## src/rtl/mdio_pkg.sv

```systemverilog
package mdio_pkg;
  typedef enum logic [1:0] {
    ST_IDLE,
    ST_PRE,
    ST_CMD,
    ST_REL
  } mdio_state_e;

  localparam int DATA_W      = 16;
  localparam int ADDR_W      = 5;
  localparam int PRE_BITS    = 33;
  localparam int RD_CMD_BITS = 16;
  localparam int WR_CMD_BITS = 32;
  localparam int RD_REL_BITS = 19;
  localparam int WR_REL_BITS = 2;
  localparam int CNT_W       = 6;

  localparam logic [5:0] RD_HEAD = 6'b110110;
  localparam logic [3:0] WR_HEAD = 4'b0101;
  localparam logic [1:0] WR_TA   = 2'b10;
endpackage

```

## src/rtl/mdio_clkgen.sv

```systemverilog
module mdio_clkgen #(
  parameter int HALF = 20
) (
  input  logic clk,
  input  logic rst_n,
  input  logic run,
  output logic mdc,
  output logic tick_rise,
  output logic tick_fall
);
  localparam int CW = (HALF > 1) ? $clog2(HALF) : 1;

  logic [CW-1:0] cnt;
  logic          last;

  assign last = (cnt == CW'(HALF - 1));

  always_ff @(posedge clk or negedge rst_n) begin
    if (!rst_n) begin
      cnt <= '0;
      mdc <= 1'b0;
    end else if (!run) begin
      cnt <= '0;
      mdc <= 1'b0;
    end else if (last) begin
      cnt <= '0;
      mdc <= ~mdc;
    end else begin
      cnt <= cnt + 1'b1;
    end
  end

  // The cycle just before MDC goes high, and the cycle just before it goes low.
  assign tick_rise = run & ~mdc & last;
  assign tick_fall = run &  mdc & last;
endmodule

```

## src/rtl/mdio_sync.sv

```systemverilog
module mdio_sync #(
  parameter int STAGES = 2
) (
  input  logic clk,
  input  logic rst_n,
  input  logic d,
  output logic q
);
  logic [STAGES-1:0] chain;

  always_ff @(posedge clk or negedge rst_n) begin
    if (!rst_n) chain <= '1;
    else        chain <= {chain[STAGES-2:0], d};
  end

  assign q = chain[STAGES-1];
endmodule

```

## src/rtl/mdio_frame_ctl.sv

```systemverilog
module mdio_frame_ctl
  import mdio_pkg::*;
#(
  parameter int REG_W = 8
) (
  input  logic              clk,
  input  logic              rst_n,
  input  logic              req_valid,
  output logic              req_ready,
  input  logic              req_write,
  input  logic [ADDR_W-1:0] req_phy,
  input  logic [REG_W-1:0]  req_reg,
  input  logic [DATA_W-1:0] req_wdata,
  output logic              rsp_valid,
  output logic [DATA_W-1:0] rsp_data,
  output logic              busy,
  input  logic              tick_rise,
  input  logic              tick_fall,
  input  logic              rx_bit,
  output logic              mdio_o,
  output logic              mdio_oe
);
  mdio_state_e             st;
  logic [CNT_W-1:0]        cnt;
  logic [WR_CMD_BITS-1:0]  sh;
  logic [RD_REL_BITS-1:0]  cap;
  logic                    wr;
  logic                    reg_bad;
  logic                    take;
  logic [WR_CMD_BITS-1:0]  cmd_word;

  generate
    if (REG_W > ADDR_W) begin : g_wide
      assign reg_bad = |req_reg[REG_W-1:ADDR_W];
    end else begin : g_narrow
      assign reg_bad = 1'b0;
    end
  endgenerate

  assign busy      = (st != ST_IDLE);
  assign req_ready = ~busy;
  assign take      = req_valid & req_ready;

  always_comb begin
    if (req_write)
      cmd_word = {WR_HEAD, req_phy, req_reg[ADDR_W-1:0], WR_TA, req_wdata};
    else
      cmd_word = {RD_HEAD, req_phy, req_reg[ADDR_W-1:0], {(WR_CMD_BITS-RD_CMD_BITS){1'b0}}};
  end

  always_ff @(posedge clk or negedge rst_n) begin
    if (!rst_n) begin
      st        <= ST_IDLE;
      cnt       <= '0;
      sh        <= '0;
      cap       <= '0;
      wr        <= 1'b0;
      mdio_o    <= 1'b0;
      mdio_oe   <= 1'b0;
      rsp_valid <= 1'b0;
      rsp_data  <= '0;
    end else begin
      rsp_valid <= 1'b0;
      unique case (st)
        ST_IDLE: begin
          if (take) begin
            if (reg_bad) begin
              rsp_valid <= 1'b1;
              rsp_data  <= req_write ? '0 : '1;
            end else begin
              st      <= ST_PRE;
              cnt     <= CNT_W'(PRE_BITS - 1);
              wr      <= req_write;
              sh      <= cmd_word;
              cap     <= '0;
              mdio_o  <= 1'b1;
              mdio_oe <= 1'b1;
            end
          end
        end
        ST_PRE: begin
          if (tick_fall) begin
            if (cnt == '0) begin
              st     <= ST_CMD;
              cnt    <= wr ? CNT_W'(WR_CMD_BITS - 1) : CNT_W'(RD_CMD_BITS - 1);
              mdio_o <= sh[WR_CMD_BITS-1];
            end else begin
              cnt <= cnt - 1'b1;
            end
          end
        end
        ST_CMD: begin
          if (tick_fall) begin
            if (cnt == '0) begin
              st      <= ST_REL;
              cnt     <= wr ? CNT_W'(WR_REL_BITS - 1) : CNT_W'(RD_REL_BITS - 1);
              mdio_o  <= 1'b0;
              mdio_oe <= 1'b0;
            end else begin
              cnt    <= cnt - 1'b1;
              sh     <= {sh[WR_CMD_BITS-2:0], 1'b0};
              mdio_o <= sh[WR_CMD_BITS-2];
            end
          end
        end
        ST_REL: begin
          if (tick_rise && !wr) begin
            cap <= {cap[RD_REL_BITS-2:0], rx_bit};
          end
          if (tick_fall) begin
            if (cnt == '0) begin
              st        <= ST_IDLE;
              rsp_valid <= 1'b1;
              rsp_data  <= wr ? '0 : cap[DATA_W:1];
            end else begin
              cnt <= cnt - 1'b1;
            end
          end
        end
        default: st <= ST_IDLE;
      endcase
    end
  end
endmodule

```

## src/rtl/mdio_master.sv

```systemverilog
module mdio_master #(
  parameter int MDC_HALF    = 20,
  parameter int REG_W       = 8,
  parameter int SYNC_STAGES = 2
) (
  input  logic             clk,
  input  logic             rst_n,
  input  logic             req_valid,
  output logic             req_ready,
  input  logic             req_write,
  input  logic [4:0]       req_phy,
  input  logic [REG_W-1:0] req_reg,
  input  logic [15:0]      req_wdata,
  output logic             rsp_valid,
  output logic [15:0]      rsp_data,
  output logic             busy,
  output logic             mdc,
  output logic             mdio_o,
  output logic             mdio_oe,
  input  logic             mdio_i
);
  logic tick_rise;
  logic tick_fall;
  logic rx_bit;

  mdio_clkgen #(.HALF(MDC_HALF)) u_clk (
    .clk       (clk),
    .rst_n     (rst_n),
    .run       (busy),
    .mdc       (mdc),
    .tick_rise (tick_rise),
    .tick_fall (tick_fall)
  );

  mdio_sync #(.STAGES(SYNC_STAGES)) u_sync (
    .clk   (clk),
    .rst_n (rst_n),
    .d     (mdio_i),
    .q     (rx_bit)
  );

  mdio_frame_ctl #(.REG_W(REG_W)) u_ctl (
    .clk       (clk),
    .rst_n     (rst_n),
    .req_valid (req_valid),
    .req_ready (req_ready),
    .req_write (req_write),
    .req_phy   (req_phy),
    .req_reg   (req_reg),
    .req_wdata (req_wdata),
    .rsp_valid (rsp_valid),
    .rsp_data  (rsp_data),
    .busy      (busy),
    .tick_rise (tick_rise),
    .tick_fall (tick_fall),
    .rx_bit    (rx_bit),
    .mdio_o    (mdio_o),
    .mdio_oe   (mdio_oe)
  );
endmodule

```

## config.mk

```make
export PLATFORM = sky130hd
export DESIGN_NAME = mdio_master
export DESIGN_NICKNAME = d
export VERILOG_FILES = /design/src/rtl/mdio_pkg.sv /design/src/rtl/mdio_clkgen.sv /design/src/rtl/mdio_sync.sv /design/src/rtl/mdio_frame_ctl.sv /design/src/rtl/mdio_master.sv
export SDC_FILE = /design/constraint.sdc
export NUM_CORES = 1
export LEC_CHECK = 0
export BUFFER_PORTS_ARGS = -buffer_cell sky130_fd_sc_hd__buf_2
export CAP_MARGIN = 25
export CORE_ASPECT_RATIO = 0.7
export CORE_UTILIZATION = 54
export CTS_CLUSTER_DIAMETER = 120
export DETAILED_ROUTE_END_ITERATION = 10
export PLACE_DENSITY = 0.83
export SKIP_LAST_GASP = 1
export SLEW_MARGIN = 20
export SYNTH_ARGS = -nofsm -noshare
export SYNTH_HDL_FRONTEND = slang
export SYNTH_SLANG_ARGS = --single-unit
```

## constraint.sdc

```tcl
create_clock -name clk -period 2.83 [get_ports clk]
set_clock_uncertainty 0.2 [all_clocks]
set_input_delay 0 -clock clk [delete_from_list [all_inputs] [get_ports clk]]
set_output_delay 0 -clock clk [all_outputs]
set_load 0.05 [all_outputs]
```

-- Yosys cells after proc, flatten, opt, wreduce, memory -nomap -nowiden
Index checks and enable logic that the tools add are counted.
- output and inout port bits: 22
- register bits: 85
- bits of input ports: 34
- logic and storage cells: 112
- $add $sub $neg: 2
- reductions and logical operators: 17
- muxes and demuxes: 56
- bitwise operators: 8
- equal/unequal tests: 17
- operator list (operator ; number):
    two-way mux 32 bit ; 5
    two-way mux 16 bit ; 6
    case mux 32 bit (2 select lines) ; 1
    two-way mux 17 bit ; 3
    two-way mux 6 bit ; 8
    case mux 17 bit (2 select lines) ; 1
    case mux 16 bit (2 select lines) ; 1
    case mux 6 bit (4 select lines) ; 1
    two-way mux 5 bit ; 4
    two-way mux 2 bit ; 8
    AND reduction 5 bit ; 3
    two-way mux 1 bit ; 14
    != test 2 bit (second input constant) ; 7
    != test 2 x 1 -> 1 bit (second input constant) ; 6
    AND reduction 6 bit ; 2
    case mux 2 bit (4 select lines) ; 1
    AND reduction 8 bit ; 1
    logical NOT 6 bit ; 1
    nonzero test 2 bit ; 3
    subtractor 6 x 1 -> 6 bit (second input constant) ; 1
    adder 5 x 1 -> 5 bit (second input constant) ; 1
    AND 1 bit ; 5
    equality test 5 bit (second input constant) ; 1
    equality test 2 bit (second input constant) ; 2
    11 further kinds ; 14

-- Logic depth before layout (Yosys ltp)
- depth in word-level cells: 6
- gate-level depth with buffers: 9
- depth with buffers taken out: 7

-- Cells and area by module
From an unflattened synthesis, not the netlist that was laid out.
- cell total of the unflattened synthesis: 456
- area total of the unflattened synthesis: 4216.5 sq um
- by module, submodules not included (module ; area each (sq um) ; seq. area each (sq um) ; cells each ; instances):
    mdio_frame_ctl ; 3860.0 ; 1926.8 ; 426 ; 1
    mdio_clkgen ; 304.0 ; 150.1 ; 28 ; 1
    mdio_sync ; 52.6 ; 52.6 ; 2 ; 1

-- Worst setup path after synthesis
OpenSTA, ideal clock, no wires.
- kind: reg-to-reg
- start: reg u_ctl.st[0]
- end: reg u_ctl.st[1]
- cell stages (with the launch flop): 8
- library setup time: 125 ps
- data arrival time: 2465 ps
- buffers on the path: 1
- slack: 40 ps
- clock period less this slack: 2790 ps
- data required time: 2505 ps
- cell sequence: dfrtp_1 > inv_1 > ha_1 > buf_2 > inv_1 > a21oi_1 > o21bai_1 > mux2_2
- longest elaborated chain between the ends: 5
- elaborated cells between the ends (all ways): 19
- classes of those cells: 11 x eq/ne; 1 x mux; 4 x bitwise; 3 x reduce/logical
- RTL lines (what ; RTL line ; RTL):
    start: declaration ; mdio_frame_ctl.sv:23 ; mdio_state_e st;
    start signal: assignment ; mdio_frame_ctl.sv:53 ; st <= ST_IDLE;
    start signal: assignment ; mdio_frame_ctl.sv:71 ; st <= ST_PRE;
    start signal: assignment ; mdio_frame_ctl.sv:84 ; st <= ST_CMD;
    nonzero test 2 bit ; mdio_frame_ctl.sv:40 ; assign busy = (st != ST_IDLE);
    NOT 1 bit ; mdio_frame_ctl.sv:41 ; assign req_ready = ~busy;
    named net req_ready ; mdio_master.sv:9 ; output logic req_ready,
    AND 1 bit ; mdio_frame_ctl.sv:42 ; assign take = req_valid & req_ready;
    != test 2 x 1 -> 1 bit (no line) ; - ;
    AND reduction 8 bit (no line) ; - ;
The timed path passes the listed nets, and every way through them passes these cells.
A chain may end at the register's enable or synchronous reset.

-- Worst setup path in the final report
- start: reg u_ctl.cnt[0]
- end: reg u_ctl.sh[19]
- longest elaborated chain between the ends: 3
- RTL lines (what ; RTL line ; RTL):
    start: declaration ; mdio_frame_ctl.sv:24 ; logic [CNT_W-1:0] cnt;
    start signal: assignment ; mdio_frame_ctl.sv:72 ; cnt <= CNT_W'(PRE_BITS - 1);
    start signal: assignment ; mdio_frame_ctl.sv:85 ; cnt <= wr ? CNT_W'(WR_CMD_BITS - 1) : CNT_W'(RD_CMD_BITS - 1);
    start signal: assignment ; mdio_frame_ctl.sv:88 ; cnt <= cnt - 1'b1;
    logical NOT 6 bit ; mdio_frame_ctl.sv:94 ; if (cnt == '0) begin
    != test 2 bit (no line) ; - ;
    AND reduction 5 bit (no line) ; - ;
    end signal: assignment ; mdio_frame_ctl.sv:74 ; sh <= cmd_word;
    end signal: assignment ; mdio_frame_ctl.sv:101 ; sh <= {sh[WR_CMD_BITS-2:0], 1'b0};
    end: declaration ; mdio_frame_ctl.sv:25 ; logic [WR_CMD_BITS-1:0] sh;
Every way passes these cells.

==> results.sh <==
export IMPL_timing_final_crit_period_ns=2.58
export IMPL_post_drt_wl_per_cell_um=14.9
export IMPL_netlist_instances=452
export IMPL_maxUsedRoutingLayer="met4"
export IMPL_cts_tree="built"
export IMPL_grt_overflow=0
export IMPL_cp_max_fo=41
export IMPL_ioPinCount=56
export IMPL_start_kind="register"
export IMPL_tns_ns=0
export IMPL_die_area_um2=7980
export IMPL_end_kind="register"
export IMPL_dp_cells=584
export IMPL_mostFrequentLayoutCells="dfrtp_1, nand2_1, nor2_1, o21ai_0, buf_2"
export IMPL_fin_crit_sh_pct=91.2
export IMPL_ctsResizeCount=0
export IMPL_syn_area_per_cell_um2=9.11
export IMPL_cpMaxStageDelayCell="or4b_1"
export IMPL_critPathMaxStageDelay_ns=0.62
export IMPL_finish_utilization_pct=67.3
export IMPL_clkTransAtPathRegs_ns=0.09
export IMPL_clkPwrFrac_pct=13.8
export IMPL_cts_sink_count=85
export IMPL_core_area_um2=7350
export IMPL_ys_ff_latch=85
export IMPL_postRouteAntennaNets=0
export IMPL_synth_warnings=0
export IMPL_power_total_mw=5.77
export IMPL_cp_data_arrival_time_ns=2.61
export IMPL_nFillCells=580
export IMPL_p_sw_mw=2.75
export IMPL_rsz0062_at_grt="false"
export IMPL_power_frac_seq_pct=35.5
export IMPL_async_flop_share_pct=100
export IMPL_critical_path_class="register to register"
export IMPL_seq_area_frac_synth_pct=51.7
export IMPL_die_h_um=75.1
export IMPL_wirelength_um=9440
export IMPL_cp_top_family="compound AO/OA/AOI/OAI gates"
export IMPL_dp_hpwl_um=5920
export IMPL_final_common_cell="dfrtp_1"
export IMPL_cts_max_level=3
export IMPL_setup_viol=0
export IMPL_vdd_drop_max_mv=0.712
export IMPL_via_per_inst=5.63
export IMPL_grt_pass1_wl_um=16000
export IMPL_p_comb_share_pct=50.7
export IMPL_synth_edf_count=0
export IMPL_fin_area_um2=4950
export IMPL_synth_distinct_cells=49
export IMPL_cts_root_buf="clkbuf_8"
export IMPL_port_buffers=55
export IMPL_synth_ff_type="dfrtp_1"
export IMPL_wl_met3_um=503
export IMPL_drv_cap=0
export IMPL_path_buf_inv=1
export IMPL_insertion_delay_ns=0.35
export IMPL_grt_start_max_net_pins=86
export IMPL_drive_gt1_share_pct=17.9
export IMPL_finalHoldViolCount=0
export IMPL_final_cells=634
export IMPL_start_util_pct=56.0
export IMPL_grt_util_all_layers_pct=25.7
export IMPL_drt_initial_drc_count=269
export IMPL_synth_fp_nets=492
export IMPL_status="complete, no violations"
export IMPL_rows=26
export IMPL_vias=3571
export IMPL_first_global_vias=3386
export IMPL_worstPathRequired_ns=2.85
export IMPL_gp_routability_congestion=0.836
export IMPL_hp_class="primary input to asynchronous set/reset pin"
export IMPL_wl_met1_um=4430
export IMPL_fin_nets=571
export IMPL_syn_area_um2=4120
export IMPL_drc=0
export IMPL_drv_slew=0
export IMPL_antenna_found_initial=0
export IMPL_cts_buffer_depth=2
export IMPL_numCtsBuffers=9
export IMPL_syn_to_final_growth_pct=20.3
export IMPL_antenna_cells=0
export IMPL_met2RoutedLength_um=4440
export IMPL_dr_pass1_iters=4
export IMPL_p_int_mw=3.02
export IMPL_slew_headroom_pct=31.5
export IMPL_p_sw_share_pct=47.7
export IMPL_max_freq_mhz=387
export IMPL_worstMarginPinSlew_ns=1.02
export IMPL_powerDensity_nw_per_um2=1170
export IMPL_crit_path_cell_trace="inv_1 -> ha_1 -> or4b_1 -> o2111ai_2 -> a21o_4 -> o21ai_0"
export IMPL_postPlaceCellArea_um2=4430
export IMPL_p_leak_nw=2.29
export IMPL_die_w_um=106
[path summary, 6_finish.rpt]
| kind | startpoint | endpoint | slack [ns] | cells past startpoint |
|---|---|---|---|---|
| worst max-delay path | u_ctl.cnt[0] | u_ctl.sh[19] | 0.25 | 6 |
| worst min-delay path | rst_n | u_ctl.cnt[4] | 0.06 | 2 |
| worst max register to register | u_ctl.cnt[0] | u_ctl.sh[19] | 0.25 | 6 |
| worst min register to register | u_sync.chain[0] | u_sync.chain[1] | 0.16 | 0 |
| max in group asynchronous | rst_n | u_ctl.sh[6] | 1.86 | 2 |
| min in group clk | req_write | u_ctl.sh[27] | 0.07 | 4 |
[flip-flops by register name, indices dropped and copies added, names as in the netlist]
| register | cells |
|---|---|
| u_clk.cnt | 5 |
| u_clk.mdc | 1 |
| u_ctl.cap | 17 |
| u_ctl.cnt | 6 |
| u_ctl.mdio_o | 1 |
| u_ctl.mdio_oe | 1 |
| u_ctl.rsp_data | 16 |
| u_ctl.rsp_valid | 1 |
| u_ctl.sh | 32 |
| u_ctl.st | 2 |
| u_ctl.wr | 1 |
| u_sync.chain | 2 |
[routing by layer]
metal  up-vias  GRT usage, %
li1       1736             -
met1      1713          35.0
met2       112          41.7
met3        10          6.49
met4         0          6.64
met5         -             0
[power groups by stage]
stage / registers [mW] / clock network [mW] / logic (mW)
global placement: 2.04 / 0 / 2.77
floorplan: 2.43 / 0 / 1.88
CTS: 2.05 / 0.815 / 2.90
detailed placement: 2.06 / 0 / 2.85
finish: 2.05 / 0.796 / 2.92
global route: 2.11 / 0.873 / 3.27
[layout make-up]
cell class	instances	area, um^2	share of cell area [%]
Tap cell	98	123	2.48
Inverter	9	33.8	0.682
Multi-Input combinational cell	325	1770	35.8
Clock inverter	7	56.3	1.14
Timing Repair Buffer	101	712	14.4
Clock buffer	9	124	2.50
Sequential cell	85	2130	43.0
[stage by stage]
stage	setup WS [ns]	hold slack, ns
3_5_place_dp	0.271	-0.0895
5_1_grt	0.0759	0.0941
4_1_cts	0.278	0.0484
6_report	0.248	0.0625
3_3_place_gp	0.310	-0.0924
2_1_floorplan	0.0398	-0.496
[what timing repair did]
action                                 CTS  global route
hold buffers                            34             0
endpoints found under the hold margin  114             0
buffers inserted                         0             0
[synth_stat cells (2+ instances only)]
cell type  count  area, um^2
a221oi_1      17         149
dfrtp_1       83        2080
buf_6          4        45.0
a41oi_1        3        26.3
nor4b_1        2        17.5
ha_1           6        75.1
mux2_2         3        33.8
xnor2_1        2        17.5
o31ai_1        3        22.5
nor3_1         6        30.0
a21oi_1       39         195
o21ai_0       54         270
clkbuf_1      16        60.1
o21bai_1       2        15.0
nand3_1        8        40.0
a21o_1         2        15.0
nand2b_1       4        25.0
buf_2          9        45.0
nand2_1       75         282
dfstp_2        2        52.6
nor2b_1        3        18.8
nor2_1        63         236
inv_1          9        33.8
a211oi_1       3        22.5
mux2i_1        9        90.1
or3_2          2        15.0
[cell families (layout without fill, tap and decap cells)]
logic type / after synthesis / after routing / share of synthesized area (%)
multiplexers: 12 / 12 / 3.01
XOR/XNOR: 2 / 2 / 0.426
AO/OA/AOI/OAI: 137 / 137 / 20.6
buffers and inverters: 42 / 126 / 5.20
AND/OR/NAND/NOR: 168 / 168 / 17.2
flip-flops: 85 / 85 / 51.7
adder cells (fa/ha/maj): 6 / 6 / 1.82
Note: power is estimated with default switching activity, not from simulation.
